**src/rtl/pipeadc_pkg.sv**
```systemverilog
package pipeadc_pkg;

  // Strobes from the control half to the datapath half.
  typedef struct packed {
    logic clearPipe;  // synchronous clear of all storage
    logic markValid;  // pulse: the first fully aligned sample is being captured
  } pipeCtrl_t;

endpackage

```
**src/rtl/pipeadc_ctrl.sv**
```systemverilog
module pipeadc_ctrl
  import pipeadc_pkg::*;
#(
  parameter int NSTAGES = 4
) (
  input  logic      clk,
  input  logic      rst,
  output pipeCtrl_t ctrl
);

  // Edges needed after reset before a fully aligned word is captured.
  localparam int FILL  = NSTAGES + 1;
  localparam int CNT_W = $clog2(FILL + 1);

  logic [CNT_W-1:0] fillCnt;

  always_ff @(posedge clk) begin
    if (rst) begin
      fillCnt <= '0;
    end else if (fillCnt != CNT_W'(FILL)) begin
      fillCnt <= fillCnt + 1'b1;
    end
  end

  always_comb begin
    ctrl.clearPipe = rst;
    ctrl.markValid = !rst && (fillCnt == CNT_W'(FILL - 1));
  end


  mark_once_chk: assert property (@(posedge clk) disable iff (rst)
    ctrl.markValid |=> !ctrl.markValid);

endmodule

```
**src/rtl/pipeadc_datapath.sv**
```systemverilog
module pipeadc_datapath
  import pipeadc_pkg::*;
#(
  parameter int NSTAGES      = 4,
  parameter int CODE_W       = 3,
  parameter int EFF_BITS     = 2,
  parameter int FLASH_W      = 4,
  parameter int FLASH_OFFSET = 8,
  parameter int OUT_W        = 12
) (
  input  logic                        clk,
  input  pipeCtrl_t                   ctrl,
  input  logic [NSTAGES*CODE_W-1:0]   stageCodes,
  input  logic [FLASH_W-1:0]          flashCode,
  output logic [OUT_W-1:0]            sampleOut,
  output logic                        sampleValid
);

  localparam int SUM_W = OUT_W + 2;
  localparam int MAXV  = (1 << OUT_W) - 1;
  localparam logic signed [SUM_W-1:0] MAX_S  = SUM_W'(MAXV);
  localparam logic signed [SUM_W-1:0] ZERO_S = '0;

  logic [CODE_W-1:0] aligned [NSTAGES];

  // Per-stage realignment: stage k waits NSTAGES-k clocks.
  for (genvar k = 0; k < NSTAGES; k++) begin : g_line
    localparam int DEPTH = NSTAGES - k;
    logic [CODE_W-1:0] tap [DEPTH];

    always_ff @(posedge clk) begin
      if (ctrl.clearPipe) begin
        for (int i = 0; i < DEPTH; i++) tap[i] <= '0;
      end else begin
        tap[0] <= stageCodes[k*CODE_W +: CODE_W];
        for (int i = 1; i < DEPTH; i++) tap[i] <= tap[i-1];
      end
    end

    assign aligned[k] = tap[DEPTH-1];
  end

  // Overlapping-bit addition: each later stage sits EFF_BITS lower.
  logic signed [SUM_W-1:0] rawSum;
  always_comb begin
    rawSum = SUM_W'(flashCode) - SUM_W'(FLASH_OFFSET);
    for (int k = 0; k < NSTAGES; k++) begin
      rawSum = rawSum + (SUM_W'(aligned[k]) << (FLASH_W - 1 + EFF_BITS*(NSTAGES - 1 - k)));
    end
  end

  logic [OUT_W-1:0] satVal;
  always_comb begin
    if (rawSum < ZERO_S)      satVal = '0;
    else if (rawSum > MAX_S)  satVal = OUT_W'(MAXV);
    else                      satVal = rawSum[OUT_W-1:0];
  end

  always_ff @(posedge clk) begin
    if (ctrl.clearPipe) begin
      sampleOut   <= '0;
      sampleValid <= 1'b0;
    end else begin
      sampleOut   <= satVal;
      sampleValid <= sampleValid | ctrl.markValid;
    end
  end


  reset_clear_chk: assert property (@(posedge clk) disable iff (ctrl.clearPipe)
    $past(ctrl.clearPipe) |-> (sampleOut == '0 && !sampleValid));


  sat_high_chk: assert property (@(posedge clk) disable iff (ctrl.clearPipe)
    (rawSum > MAX_S) |=> (sampleOut == OUT_W'(MAXV)));


  sat_low_chk: assert property (@(posedge clk) disable iff (ctrl.clearPipe)
    (rawSum < ZERO_S) |=> (sampleOut == '0));


  valid_hold_chk: assert property (@(posedge clk) disable iff (ctrl.clearPipe)
    sampleValid |=> sampleValid);

endmodule

```
**src/rtl/pipeadc_corrector.sv**
```systemverilog
module pipeadc_corrector
  import pipeadc_pkg::*;
#(
  parameter int NSTAGES      = 4,
  parameter int CODE_W       = 3,
  parameter int EFF_BITS     = 2,
  parameter int FLASH_W      = 4,
  parameter int FLASH_OFFSET = 8,
  localparam int OUT_W       = EFF_BITS*NSTAGES + FLASH_W
) (
  input  logic                      clk,
  input  logic                      rst,
  input  logic [NSTAGES*CODE_W-1:0] stageCodes,
  input  logic [FLASH_W-1:0]        flashCode,
  output logic [OUT_W-1:0]          sampleOut,
  output logic                      sampleValid
);

  pipeCtrl_t ctrl;

  pipeadc_ctrl #(.NSTAGES(NSTAGES)) u_ctrl (
    .clk  (clk),
    .rst  (rst),
    .ctrl (ctrl)
  );

  pipeadc_datapath #(
    .NSTAGES      (NSTAGES),
    .CODE_W       (CODE_W),
    .EFF_BITS     (EFF_BITS),
    .FLASH_W      (FLASH_W),
    .FLASH_OFFSET (FLASH_OFFSET),
    .OUT_W        (OUT_W)
  ) u_dp (
    .clk         (clk),
    .ctrl        (ctrl),
    .stageCodes  (stageCodes),
    .flashCode   (flashCode),
    .sampleOut   (sampleOut),
    .sampleValid (sampleValid)
  );

endmodule

```
**config.mk**
```make
export PLATFORM = sky130hd
export DESIGN_NAME = pipeadc_corrector
export DESIGN_NICKNAME = d
export VERILOG_FILES = /design/src/rtl/pipeadc_pkg.sv /design/src/rtl/pipeadc_ctrl.sv /design/src/rtl/pipeadc_datapath.sv /design/src/rtl/pipeadc_corrector.sv
export SDC_FILE = /design/constraint.sdc
export NUM_CORES = 1
export LEC_CHECK = 0
export BUFFER_PORTS_ARGS = -buffer_cell sky130_fd_sc_hd__buf_4
export CAP_MARGIN = 10
export CORE_ASPECT_RATIO = 0.75
export CORE_MARGIN = 1
export CORE_UTILIZATION = 37
export CTS_BUF_LIST = sky130_fd_sc_hd__clkbuf_8
export CTS_CLUSTER_DIAMETER = 60
export CTS_CLUSTER_SIZE = 24
export DETAILED_ROUTE_END_ITERATION = 8
export PLACE_DENSITY_LB_ADDON = 0.2
export SLEW_MARGIN = 10
export SYNTH_ARGS = -nofsm -noshare
export SYNTH_HDL_FRONTEND = slang
export SYNTH_HIERARCHICAL = 1
export SYNTH_SLANG_ARGS = --single-unit
```
**constraint.sdc**
```tcl
create_clock -name clk -period 7.04 [get_ports clk]
set_input_delay 1.408 -clock clk [delete_from_list [all_inputs] [get_ports clk]]
set_output_delay 1.408 -clock clk [all_outputs]
set_load 0.01 [all_outputs]
```
==> results.py <==
metrics = {
    "flow_run": {
        "maxCapViolCount": 0,
    },
    "placed_design": {
        "globalplace.congestion": 0.7796,
        "placed_cell_area_sq_um": 2257,
        "place_inst": 286,
        "port_buffers": 30,
        "place_hpwl_mm": 2.219,
    },
    "layout": {
        "antenna_cells": 0,
        "area_growth_pct": 19.82,
        "drive_above_1_share": 0.1937,
        "layout_commonest_cell": "dfxtp_1",
        "fin_area_sq_um": 2367,
        "fin_cells": 294,
        "nFillCells": 483,
        "fin_nets": 261,
        "utilization": 0.4725,
        "final_cell_mix": "46 x dfxtp_1, 31 x nor2b_1, 30 x buf_4",
    },
    "timing": {
        "fin_skew_ns": 0.005762,
        "tightest_slew_ns": 0.7620,
        "relSlewSlack": 0.4886,
        "fmaxAchievable_ghz": 0.2540,
        "finalSetupViolCount": 0,
        "final.period_utilization": 0.5592,
        "setup-tns-final_ns": 0,
        "hold_viol_final": 0,
        "rsz0062_at_grt": "no",
        "finalMaxSlewViolations": 0,
        "fin_crit_ns": 3.937,
    },
    "power": {
        "power_per_cell_area_nw_per_um2": 231.5,
        "internal_power_w": 0.0004179,
        "p_clk_frac": 0.347,
        "power.share.sequential": 0.509,
        "pwr-share-comb": 0.144,
        "sw_frac_of_total": 0.2375,
        "leakage_nw": 1.055,
        "vdd_drop_max_uv": 113.7,
        "p_sw_w": 0.0001302,
        "total_power_w": 0.0005481,
    },
    "clock_network": {
        "postCtsSetupBuffers": 0,
        "cts-root-buf": "clkbuf_8",
        "cts.sinks": 46,
        "cts_tree": "built",
        "clk_latency_ns": 0.29,
        "cts_hold_buffers": 0,
        "clockBufferDepth": 2,
        "numCtsBuffers": 5,
        "h-tree-depth": 2,
        "path_clk_slew_ns": 0.08,
        "cts_resized": 0,
    },
    "yosys": {
        "synth_enable_flop_cells": 0,
        "synth.largest_area_cell": "dfxtp_1",
        "synth_area_sq_um": 1976,
        "yosys_most_used_dff": "dfxtp_1",
        "synth.distinct_cells": 33,
        "synth_nets": 230,
        "synth-warning-count": 6,
        "synthCells": 190,
        "synth-seq-cells": 46,
        "postSynthAreaPerCell_sq_um": 10.40,
        "synth.yosys.seq_area_share": 0.4661,
        "ys_async_sr_fraction": 0,
        "netlist_top_cells_area": "dfxtp_1 47%, ha_1 11%, nor2b_1 9.8%",
        "synth_top_area_frac": 0.4661,
    },
    "drt": {
        "wl_per_cell_microns": 10.36,
        "dr.pass1.iters": 4,
        "post-route-drc-count": 0,
        "vias": 1322,
        "drtIter0Drc": 32,
        "totalWireLength_mm": 3.045,
        "vias_per_cell": 4.497,
        "antenna_left": 0,
    },
    "floorplanning": {
        "dieArea_sq_um": 5639,
        "initial_core_util": 0.3944,
        "ioPinCount": 31,
        "die_w_microns": 86.38,
        "die_h_microns": 65.28,
        "core_area_sq_um": 5010,
        "fp-row-count": 22,
    },
    "setup_path": {
        "arrival_ns": 4.07,
        "critPathCaptureType": "flip-flop",
        "critical_path_class": "in -> reg",
        "required_ns": 7.17,
        "cp_max_fo": 12,
        "cp-start-kind": "input port",
    },
    "global_route": {
        "grt_pass1_vias": 1119,
        "grt_util_all_layers": 0.1158,
        "grt_max_degree": 38,
        "grt_pass1_wl_mm": 4.892,
        "grt_overflow": 0,
        "antenna_found_initial": 0,
    },
    "min_path": {
        "hold_path_class": "reg -> reg",
    },
    "run_status": {
        "status": "finished, final reports clean",
    },
}
## critical path, cell delays in order
cell and delay [ns]:
buf_4 0.13, inv_1 0.32, fa_1 0.47, ha_1 0.35
and2_4 0.19, a221oi_4 0.24, a211oi_1 0.13, o21ai_1 0.63
a22oi_1 0.20
## synthesized netlist by cell type (2+ instances only)
cell type	instances
a21o_1	3
fa_1	4
and3b_1	2
xor2_1	3
o21ai_0	5
nor2b_1	31
nor3_1	6
a22oi_1	7
nand3_1	5
inv_1	11
ha_1	18
nand2b_1	3
a21oi_1	14
a211oi_1	2
clkbuf_1	4
dfxtp_1	46
nor2_1	8
nand2_1	3
## sequential cells by signal, indices dropped and copies added (netlist names)
signal	flops
u_ctrl/fillCnt	3
u_dp/g_line.tap	30
u_dp/sampleOut	12
u_dp/sampleValid	1
## cell type report
cell class | count | area [sq um] | area share
inverter | 11 | 41.29 | 0.01744
clock buffer | 5 | 68.82 | 0.02907
timing repair buffer | 30 | 225.2 | 0.09514
tap | 72 | 90.09 | 0.03805
multi-input combinational | 127 | 979.7 | 0.4138
clock inverter | 3 | 41.29 | 0.01744
sequential | 46 | 920.9 | 0.3890
## cell families after synthesis
logic type / Yosys count / share of synthesized area
buffers and inverters: 17 / 0.03800
AOI/OAI and AO/OA: 37 / 0.1298
xor gates and xnor gates: 4 / 0.01774
muxes: 1 / 0.005067
DFF: 46 / 0.4661
adders and majority gates: 22 / 0.1545
and+or+nand+nor: 63 / 0.1887
## power groups by stage
stage | registers, W | clock network [W] | logic [W]
finish | 0.000279 | 0.000190 | 0.0000788
global route | 0.000281 | 0.000207 | 0.0000886
CTS | 0.000279 | 0.000198 | 0.0000797
detailed placement | 0.000285 | 0 | 0.0000793
global placement | 0.000285 | 0 | 0.0000787
floorplan | 0.000287 | 0 | 0.0000518
## worst paths after layout
check / start / endpoint / slack [ns] / cells past startpoint
worst max-delay path: flashCode[3] / u_dp/sampleOut[9] / 3.10 / 9
worst min-delay path: u_dp/g_line[2].tap[0][1] / u_dp/g_line[2].tap[0][4] / 0.44 / 1
worst max register to register: u_dp/g_line[3].tap[0][2] / u_dp/sampleOut[9] / 4.19 / 8
worst min register to register: u_dp/g_line[2].tap[0][1] / u_dp/g_line[2].tap[0][4] / 0.44 / 1
## routing by layer
layer / GRT usage / up-vias / wire length, microns
met5: 0 / - / 0
met1: 0.1510 / 585 / 1589
met2: 0.1756 / 29 / 1253
li1: - / 703 / -
met4: 0.04375 / 0 / 38
met3: 0.04146 / 5 / 164
## through the flow
| step | hold slack [ns] | worst slack (ns) |
|---|---|---|
| 6_report | 0.4383 | 3.103 |
| 5_1_grt | 0.4573 | 2.831 |
| 4_1_cts | 0.4394 | 2.721 |
| 3_5_place_dp | 0.4204 | 2.414 |
| 3_3_place_gp | 0.4164 | 2.418 |
| 2_1_floorplan | 0.4138 | 3.198 |
Power figures use the tool's default switching activity.
